`src/rtl/rr_irq_dispatch.sv`:
```
module rr_irq_dispatch #(
  parameter int WIDTH   = 32,
  parameter bit CASCADE = 1'b1,
  parameter int EXT_LO  = 8,
  parameter int EXT_HI  = 11
) (
  input  logic                     clk,
  input  logic                     rst_n,
  input  logic [WIDTH-1:0]         status_in,
  input  logic                     mask_set_en,
  input  logic [$clog2(WIDTH)-1:0] mask_set_idx,
  input  logic                     mask_clr_en,
  input  logic [$clog2(WIDTH)-1:0] mask_clr_idx,
  output logic [WIDTH-1:0]         mask_q,
  input  logic                     disp_req,
  output logic                     disp_done,
  output logic                     disp_hit,
  output logic                     disp_ext,
  output logic [$clog2(WIDTH)-1:0] disp_id
);
  localparam int LW = $clog2(WIDTH);
  localparam logic [LW-1:0] LO = LW'(EXT_LO);
  localparam logic [LW-1:0] HI = LW'(EXT_HI);

  logic [WIDTH-1:0] pend, set_vec, clr_vec;
  logic [LW-1:0]    ptr, sel, cand;
  logic             found, in_win;

  assign pend    = status_in & mask_q;
  assign set_vec = mask_set_en ? (WIDTH'(1) << mask_set_idx) : '0;
  assign clr_vec = mask_clr_en ? (WIDTH'(1) << mask_clr_idx) : '0;

  always_comb begin
    found = 1'b0;
    sel   = '0;
    cand  = '0;
    for (int o = WIDTH - 1; o >= 0; o--) begin
      cand = ptr + LW'(o);
      if (pend[cand]) begin
        found = 1'b1;
        sel   = cand;
      end
    end
  end

  assign in_win = CASCADE && (sel >= LO) && (sel <= HI);

  always_ff @(posedge clk) begin
    if (!rst_n) begin
      mask_q    <= '0;
      ptr       <= '0;
      disp_done <= 1'b0;
      disp_hit  <= 1'b0;
      disp_ext  <= 1'b0;
      disp_id   <= '0;
    end else begin
      mask_q    <= (mask_q | set_vec) & ~clr_vec;
      disp_done <= disp_req;
      if (disp_req) begin
        disp_hit <= found;
        disp_ext <= found && in_win;
        disp_id  <= !found ? '0 : (in_win ? sel - LO : sel);
        if (found) ptr <= sel + LW'(1);
      end
    end
  end
endmodule

```
`config.mk`:
```
export PLATFORM = sky130hd
export DESIGN_NAME = rr_irq_dispatch
export DESIGN_NICKNAME = d
export VERILOG_FILES = /design/src/rtl/rr_irq_dispatch.sv
export SDC_FILE = /design/constraint.sdc
export NUM_CORES = 1
export LEC_CHECK = 0
export ABC_AREA = 1
export BUFFER_PORTS_ARGS = -buffer_cell sky130_fd_sc_hd__clkbuf_2
export CAP_MARGIN = 20
export CORE_UTILIZATION = 40
export DETAILED_ROUTE_END_ITERATION = 6
export GPL_ROUTABILITY_DRIVEN = 0
export HOLD_SLACK_MARGIN = 0.06
export PLACE_DENSITY_LB_ADDON = 0.12
export SLEW_MARGIN = 20
export SYNTH_ARGS = -nofsm -noshare
export SYNTH_HDL_FRONTEND = slang
export SYNTH_SLANG_ARGS = --single-unit
export TNS_END_PERCENT = 5
```
`constraint.sdc`:
```
create_clock -name clk -period 6.15 [get_ports clk]
set_input_delay 0.3075 -clock clk [delete_from_list [all_inputs] [get_ports clk]]
set_output_delay 0.3075 -clock clk [all_outputs]
set_load 0.01 [all_outputs]
```
After elaboration in Yosys (flattened, before gate mapping):

Cells that the tools add are included.

* bits in registers: 45
* input bits: 47
* logic and storage cells: 214

* add/subtract/negate cells: 33
* magnitude comparators: 34
* shift-type cells: 2
* multiplexer cells: 132
* bitwise gates (word level): 4
* reductions and logical operators: 3

Operator list (number)
* 5-bit by 6-bit less-than comparator with 1-bit output (second input constant): 32
* 5-bit two-way mux: 34
* 1-bit binary-select mux with 5-bit select: 32
* 5-bit adder (second input constant): 16
* 32-bit bitwise AND: 2
* 1-bit two-way mux: 64
* 32-bit two-way mux: 2
* 1-bit by 5-bit << shifter with 32-bit output (first input constant): 2
* 5-bit by 4-bit adder with 5-bit output (second input constant): 8
* 32-bit NOT: 1
* 32-bit bitwise OR: 1
* 5-bit by 3-bit adder with 5-bit output (second input constant): 4
* 5-bit by 1-bit adder with 5-bit output (second input constant): 2
* 5-bit by 2-bit adder with 5-bit output (second input constant): 2
* 5-bit by 4-bit greater-or-equal comparator with 1-bit output (second input constant): 1
* 5-bit by 4-bit less-or-equal comparator with 1-bit output (second input constant): 1
* 5-bit by 4-bit subtractor with 5-bit output (second input constant): 1
* 1-bit logical AND: 2
* 2-bit AND reduction: 1

Logic depth before layout (Yosys ltp):

Gate-level depths: netlist of run 1.

* word-level depth: 39
* depth in mapped cells: 61

Worst setup path before layout of run 1:

Ideal clock, no wire load.

* path type: register to register
* from: reg ptr[1]
* to: reg disp_id[4]
* setup time: 0.070 ns
* data arrival time: 4.785 ns
* data required time: 6.080 ns
* setup slack: 1.295 ns
* stages on the path, launching flop included: 62
* path buffers: 5
* path through: dfxtp_1 > buf_4 > inv_2 > buf_2 > clkbuf_1 > ha_1 > buf_2 > inv_2 > buf_2 > nand3_1 > nand3_1 > nand3_1 > nand3_1 > nand2_4 > a21oi_1 > nand2_1 > nand2_1 > nand2_1 > [... 26 more ...] > nand2_1 > nand2_1 > nand2_1 > nand2_1 > nand2_1 > nand2_1 > nand2_1 > nand2_4 > ha_1 > nand2_1 > nand2_1 > inv_2 > nand2_2 > nand2_2 > nand2_2 > nand2_1 > nand3_1 > a21oi_1

* longest elaborated chain between the ends: 39
* elaborated cells between the ends (all ways): 165
* classes of those cells: 32 x add/sub; 2 x order compare; 130 x mux; 1 x reduce/logical

Ends and longest elaborated chain
* start, declared: RTL line 26 `logic [LW-1:0] ptr, sel, cand;`
* start signal, assigned: RTL line 63 `if (found) ptr <= sel + LW'(1);`
* 5-bit adder: RTL line 38 `cand = ptr + LW'(o);`
* 1-bit binary-select mux with 5-bit select: RTL line 39 `if (pend[cand]) begin`
* 1-bit two-way mux (implied by the code): RTL line 39
* 5-bit two-way mux (32 in series): RTL line 39
* 5-bit by 4-bit greater-or-equal comparator with 1-bit output / 5-bit by 4-bit less-or-equal comparator with 1-bit output (equally long branches): RTL line 46 `assign in_win = CASCADE && (sel >= LO) && (sel <= HI);`
* 1-bit logical AND: RTL line 46
* 5-bit two-way mux: RTL line 62 `disp_id <= !found ? '0 : (in_win ? sel - LO : sel);`
* 5-bit two-way mux *: RTL line 62
* end signal, assigned: RTL line 62
* end, declared: RTL line 19 `output logic [$clog2(WIDTH)-1:0] disp_id`

Every way passes the cells marked *; elsewhere a longest branch is shown, timed or not. The select of a mux whose other input is x is not followed.
A chain may end at the register's enable or synchronous reset.

Worst setup path in the final report of run 1:

Ends and elaborated chain as after synthesis.

==> results of run 1 <==
==> how the worst min path moves through the flow <==
stage                       to        from  cells after the start  slack [ns]
floorplan            disp_done    disp_req                      2        0.40
global placement    disp_id[0]  disp_id[0]                      2        0.46
detailed placement    disp_ext    disp_ext                      2        0.46
CTS                  disp_done    disp_req                      3        0.29
global route         disp_done    disp_req                      3        0.30
finish               disp_done    disp_req                      3        0.29
==> state kept, by name, indices dropped and copies added, names as in the netlist <==
signal	cells
disp_done	1
disp_ext	1
disp_hit	1
disp_id	5
mask_q	32
ptr	5
==> final cells by class <==
type / count / share of cell area, %
Inverter: 95 / 5.31
Multi-Input combinational cell: 939 / 68.2
Sequential cell: 45 / 13.2
Tap cell: 188 / 3.43
Clock buffer: 7 / 2.08
Timing Repair Buffer: 100 / 7.81
==> kinds of logic after synthesis <==
family                   synth area share, %
adder cells (fa/ha/maj)                 3.21
XOR/XNOR                                3.44
flip-flops                              14.5
AND/OR/NAND/NOR                         47.3
AO/OA/AOI/OAI                           21.0
buffers and inverters                   10.5
multiplexers                           0.161
==> metrics by stage <==
step	cells	instance area [sq um]	utilization [%]	hold slack [ns]
after floorplan	1127	6230	-	0.401
after global placement	1367	6710	44.1	0.457
after detailed placement	1367	6710	44.1	0.463
after CTS	1374	6850	45.1	0.288
after global routing	1374	6850	45.1	0.299
final	1374	6850	45.1	0.289
==> synthesized netlist by cell type (2+ instances only) <==
cell type  count
ha_1          16
xnor2_2        2
nand4_1       10
clkinv_1       2
nand3_1      238
inv_2         13
nand2_4        4
o21ai_0       54
o21ai_2        2
nor4_1        12
xnor2_1        2
nand3_2        2
o21ai_1        9
nand2_1      286
a211oi_1       2
nand2_2       22
buf_4         10
xor2_1        15
or2_1          2
buf_1          5
dfxtp_1       45
a21oi_1      144
clkbuf_1      13
or2_2          6
o22ai_1        3
buf_2         12
xor2_2         2
buf_6          7
nor2_1        69
inv_1         78
nor3_1         6
o21a_1         3
a31oi_1       19
==> cells in the final DEF, fill, tap and decap left out, types with 3 or more instances in the layout <==
master,netlist,layout
a21oi_1,144,144
a31oi_1,19,19
buf_4,10,14
clkbuf_16,0,5
clkbuf_2,0,86
dfxtp_1,45,44
ha_1,16,16
inv_1,78,78
inv_2,13,13
nand2_1,286,286
nand2_2,22,22
nand2_4,4,4
nand3_1,238,238
nand4_1,10,10
nor2_1,69,69
nor3_1,6,6
nor4_1,12,12
o21a_1,3,3
o21ai_0,54,54
o21ai_1,9,9
o22ai_1,3,3
or2_2,6,6
xor2_1,15,15
==> worst reg2reg max path: cells and delay by family (launching register included) <==
family / cells / cell delay, ns
simple gates: 39 / 2.73
buf+inv: 4 / 0.55
xor+xnor: 1 / 0.59
flops: 1 / 0.29
fa+ha+maj: 2 / 0.47
compound gates: 4 / 0.54
==> metal layers <==
| layer | wire length, um | global-route usage, % | vias up |
|---|---|---|---|
| li1 | - | - | 3955 |
| met1 | 11300 | 43.9 | 3623 |
| met2 | 11200 | 50.1 | 361 |
| met3 | 2030 | 3.63 | 53 |
| met4 | 843 | 12.7 | 0 |
| met5 | 0 | 0 | - |
==> results.md, run 1 <==
* Hold buffers post-CTS at 0
* Initial core utilization at 41.0%
* Max-Cap Viols at 0
* CTS tree: done
* TritonCTS Sinks at 45
* Worst R2R End: disp_id[4]
* Setup slack, reg-to-reg at 0.88 ns
* Multi-input combinational cell area at 0.00467 sq mm
* Tightest Hold Check Type: in -> reg
* Predominant post-synthesis flop cell: dfxtp_1
* Vias/cell at 5.82
* Initial antenna violation count at 0
* Crit share post-route at 85.7%
* Clk Latency, worst-skew pair at 0.29 ns
* Seq/Total Area, Yosys at 14.5%
* Least-Margin Pin Slew at 1.17 ns
* Core area at 0.0152 sq mm
* Post-Synthesis Cells at 1,127
* Post-CTS Resized at 0
* Fill cell count at 1,726
* TNS Setup at 0 ns
* Critical Path RT at 6.37 ns
* CP Depth at 50
* Max-slew violations at 0
* Top Family by Delay on Critical Path: simple AND/OR/NAND/NOR gates
* Final Setup Violations at 0
* FF-to-FF path depth at 50
* Post-synth ARST share at 0%
* Final #Nets at 1,249
* Vias at 7,992
* Synth top area cells: nand3_1 19%, nand2_1 17%, dfxtp_1 14%
* Worst EP arrival at 5.49 ns
* Post-CTS Repair Setup Buffers at 0
* Dpl hpwl at 19.7 mm
* TritonRoute pass-1 iters at 5
* IO Pins at 87
* Number of synthesized flops with an enable pin at 0
* CP Class: reg -> reg
* Fin crit period at 5.27 ns
* Die Y at 127 um
* RSZ-0062 raised after global routing: no
* Clock buffer depth at 2
* Status: completed
* Yosys top cell area share at 19.1%
* Startpoint types: register
* Pre-CTS setup slack at 0.991 ns
* WL/cell at 18.4 um
* Grt ovf at 0
* Area Growth Syn to Fin at 10.0%
* Rows at 45
* Worst setup margin at 0.882 ns
* CP max stage delay at 0.59 ns
* CTS buffer count at 5
* Fin. Hold Viols at 0
* Reg2reg start: ptr[1]
* Worst path bufs/invs at 4
* Post-Syn Area at 0.00623 sq mm
* Antenna Nets Post-Route at 0
* # H-tree levels at 2
* Slowest-stage cell, CP: xor2_1
* Mapped Nets at 1,190
* Layout cells sized above 1 at 14.0%
* Seq cells post-synth at 45
* Largest area contributor in the netlist: nand3_1
* Total die area at 0.0161 sq mm
* YS warnings at 0
* IO buf count at 86
* Register area at 902 sq um
* Chip width at 127 um
* Crit. Startpoint: ptr[1]
* Global-route usage over all layers at 31.7%
* Critical Path End: disp_id[4]
* Critical path's most frequent cell: nand2_1
* Routed wire length at 25.3 mm
* Largest net degree at the start of global routing at 62
* Worst Clk Skew at 0.00644 ns
* Avg Cell Area, Syn at 5.53 sq um
* 1st-iter DRT viols at 706
* Slew HR at 21.7%
* First-pass GRT wire length at 39.6 mm
* Vias in the first global route at 7,085
* DRC viols at 0
* Distinct cells, synth at 45
* FMAX at 190 MHz
* Clock transition at path regs at 0.06 ns
* CP Max Fanout at 20
* Setup crit end kind: register
* Ant. Diodes at 0
* Clk root buf: clkbuf_16
Power of run 1 is left out: the tool's default activity adds up to more than one toggle a clock period on the data nets, which glitch-free logic cannot reach.
==> run 2: changes to the inputs <==
- ABC_AREA: 1 -> 0
- CTS_CLUSTER_DIAMETER: unset -> 120
==> run 2 against run 1 <==
  * Design area up 34%
  * Final cell count up 5.7%
  * First-iteration DRC count up 120%
  * Die area up 35%
  * Worst hold slack better by 0.10 ns
  * Register-to-register slack worse by 0.44 ns
  * Synthesized cell count down 0.27%
  * Maximum frequency down 7.7%
  * Global-route usage up 1.9 points
  * Critical endpoint is now disp_ext
  * Highest routed layer unchanged
==> results.md, run 2 <==
* YS warnings at 0 (unchanged)
* 1st-iter DRT viols at 1,532 (was 706)
* Synth top area cells: mux4_2 14%, dfxtp_1 11%, nor2_1 5.6% (was nand3_1 19%, nand2_1 17%, dfxtp_1 14%)
* Mapped Nets at 1,187 (was 1,190)
* Compound-Gate Fraction of Synth Area at 34.2% (was 21.0%)
* Fill cell count at 2,090 (was 1,726)
* # H-tree levels at 2 (unchanged)
* CP cell instances: clkinv_1 > ha_1 > xnor2_2 > buf_12 > mux4_2 > mux2_2 > a22o_1 > a211oi_1 > o21ai_1 > a221o_1 > a2111oi_0 > o221a_2 > ha_1 > inv_1 > o2111ai_2 > o22ai_1 > and2_1
* Worst EP arrival at 5.89 ns (was 5.49 ns)
* Status: completed (unchanged)
* Chip width at 147 um (was 127 um)
* Critical path's most frequent cell: ha_1 (was nand2_1)
* Slew HR at 36.5% (was 21.7%)
* Post-Route Utilization at 45.0% (was 45.1%)
* CP max stage delay at 0.63 ns (was 0.59 ns)
* TritonCTS Sinks at 45 (unchanged)
* Worst Clk Skew at 0.00383 ns (was 0.00644 ns)
* TritonRoute pass-1 iters at 6 (was 5)
* Post-Synth XOR/XNOR Area at 4.63% (was 3.44%)
* Rows at 52 (was 45)
* CP Class: reg -> reg (unchanged)
* Number of synthesized flops with an enable pin at 0 (unchanged)
* Synth Area in Adders at 2.36% (was 3.21%)
* Cells after DPL at 1,444 (was 1,367)
* Clk Latency, worst-skew pair at 0.29 ns (about the same)
* CTS tree: done (unchanged)
* Max-slew violations at 0 (unchanged)
* Clk root buf: clkbuf_16 (unchanged)
* Yosys top cell area share at 13.8% (was 19.1%)
* Vias in the first global route at 9,191 (was 7,085)
* Ant. Diodes at 0 (unchanged)
* Global-route usage over all layers at 33.7% (was 31.7%)
* Distinct cells, synth at 90 (was 45)
* Layout cells sized above 1 at 17.9% (was 14.0%)
* Core area at 0.0205 sq mm (was 0.0152 sq mm)
* Multi-input combinational cell area at 0.00709 sq mm (was 0.00467 sq mm)
* Clock buffer depth at 2 (unchanged)
* DRC viols at 0 (unchanged)
* TNS Setup at 0 ns (unchanged)
* PD cells at 558 mW/mm^2
* Dpl hpwl at 29.7 mm (was 19.7 mm)
* Startpoint types: register (unchanged)
* Crit share post-route at 92.8% (was 85.7%)
* Post-synth ARST share at 0% (unchanged)
* WL/cell at 25.5 um (was 18.4 um)
* IO buf count at 86 (unchanged)
* CP Max Fanout at 35 (was 20)
* Die Y at 147 um (was 127 um)
* Register area at 905 sq um (was 902 sq um)
* Final #Nets at 1,244 (was 1,249)
* Largest registers: mask_q x32, disp_id x5, ptr x5 (unchanged)
* Hold buffers post-CTS at 0 (unchanged)
* Top Family by Delay on Critical Path: compound AO/OA/AOI/OAI gates (was simple AND/OR/NAND/NOR gates)
* Antenna Nets Post-Route at 0 (unchanged)
* Setup crit end kind: register (unchanged)
* Post-Synthesis Cells at 1,124 (was 1,127)
* Grt ovf at 0 (unchanged)
* Count leader, synth: nor2_1 (was nand2_1)
* IO Pins at 87 (unchanged)
* Critical Path RT at 6.33 ns (was 6.37 ns)
* Clock transition at path regs at 0.06 ns (about the same)
* Post-CTS Repair Setup Buffers at 0 (unchanged)
* Hold Slack at 0.390 ns (was 0.289 ns)
* Most common cell after layout, fill and taps aside: nor2_1 (was nand2_1)
* Routed wire length at 37.1 mm (was 25.3 mm)
* Worst VDD drop at 0.437 mV
* Largest area contributor in the netlist: mux4_2 (was nand3_1)
* Predominant post-synthesis flop cell: dfxtp_1 (unchanged)
* Post-route insts no fill at 1,452 (was 1,374)
* Tightest Hold Check Type: in -> reg (unchanged)
* RSZ-0062 raised after global routing: no (unchanged)
* Most frequent cells in the layout: 126 x nor2_1, 108 x nand2_1, 86 x clkbuf_2 (was 286 x nand2_1, 238 x nand3_1, 144 x a21oi_1)
* Post-CTS Resized at 0 (unchanged)
* Vias at 10,139 (was 7,992)
* CTS buffer count at 5 (unchanged)
* Max-Cap Viols at 0 (unchanged)
* FMAX at 175 MHz (was 190 MHz)
* Initial core utilization at 41.3% (was 41.0%)
* Largest net degree at the start of global routing at 58 (was 62)
* Area Growth Syn to Fin at 8.82% (was 10.0%)
* Leakage Power at 3.30 nW
* Main combinational cell family by area after synthesis: compound AO/OA/AOI/OAI gates (was simple AND/OR/NAND/NOR gates)
* First-pass GRT wire length at 56.0 mm (was 39.6 mm)
* Avg Cell Area, Syn at 7.53 sq um (was 5.53 sq um)
* Largest reg by FF count: mask_q (unchanged)
* Fin crit period at 5.71 ns (was 5.27 ns)
* Final Setup Violations at 0 (unchanged)
* Least-Margin Pin Slew at 0.951 ns (was 1.17 ns)
* Fin. Hold Viols at 0 (unchanged)
* Synth top cells by count: 126 x nor2_1, 108 x nand2_1, 80 x o21ai_0 (was 286 x nand2_1, 238 x nand3_1, 144 x a21oi_1)
* Simple-gate portion of the synthesized area at 25.8% (was 47.3%)
* Seq/Total Area, Yosys at 10.6% (was 14.5%)
* Worst path bufs/invs at 3 (was 4)
* Post-synthesis mux area share at 16.7% (was 0.161%)
* Seq cells post-synth at 45 (unchanged)
* Number of flip-flops in the largest register at 32 (unchanged)
* Initial antenna violation count at 0 (unchanged)
* Slowest-stage cell, CP: mux4_2 (was xor2_1)
* Total die area at 0.0218 sq mm (was 0.0161 sq mm)
* Post-Syn Area at 0.00847 sq mm (was 0.00623 sq mm)
* Vias/cell at 6.98 (was 5.82)
## run 2: final timing paths
path                    from  slack [ns]  depth (start not counted)    endpoint
setup reg to reg      ptr[0]        0.44                         17    disp_ext
setup / recovery      ptr[0]        0.44                         17    disp_ext
hold reg to reg   disp_id[3]        0.49                          2  disp_id[3]
hold / removal      disp_req        0.39                          2  disp_id[3]
## run 2: cell type report
cell class | instances | area share [%]
Timing Repair Buffer | 117 | 7.33
Tap cell | 270 | 3.67
Sequential cell | 45 | 9.82
Clock buffer | 8 | 1.48
Multi-Input combinational cell | 994 | 77.0
Inverter | 18 | 0.733
## run 2: routing by layer
| layer | global-route usage, % | wire (um) |
|---|---|---|
| met5 | 0 | 0 |
| met4 | 19.0 | 2240 |
| met3 | 6.60 | 4560 |
| met2 | 49.3 | 15400 |
| met1 | 46.1 | 14900 |
## run 2: through the flow
stage	cell area (sq um)	total power [W]	setup WS [ns]
after global routing	9210	0.00542	0.185
final	9210	0.00514	0.444
after CTS	9210	0.00499	0.554
after floorplan	8470	0.00357	0.596
after global placement	9080	0.00474	0.583
after detailed placement	9080	0.00471	0.579
## run 2: cells by family (layout without fill, tap and decap cells)
logic type | after synthesis | after routing
AOI/OAI and AO/OA | 414 | 414
xor gates and xnor gates | 40 | 40
adders and majority gates | 16 | 16
buffers and inverters | 85 | 143
DFF | 45 | 45
muxes | 76 | 76
and+or+nand+nor | 448 | 448
## run 2: report_power, final
part / switching, W / leakage (nW) / internal [W]
clock network: 0.000107 / 0.0652 / 0.000151
logic: 0.00285 / 2.87 / 0.00166
registers: 0.0000427 / 0.366 / 0.000324
No activity file was read; power rests on OpenSTA's default activity.
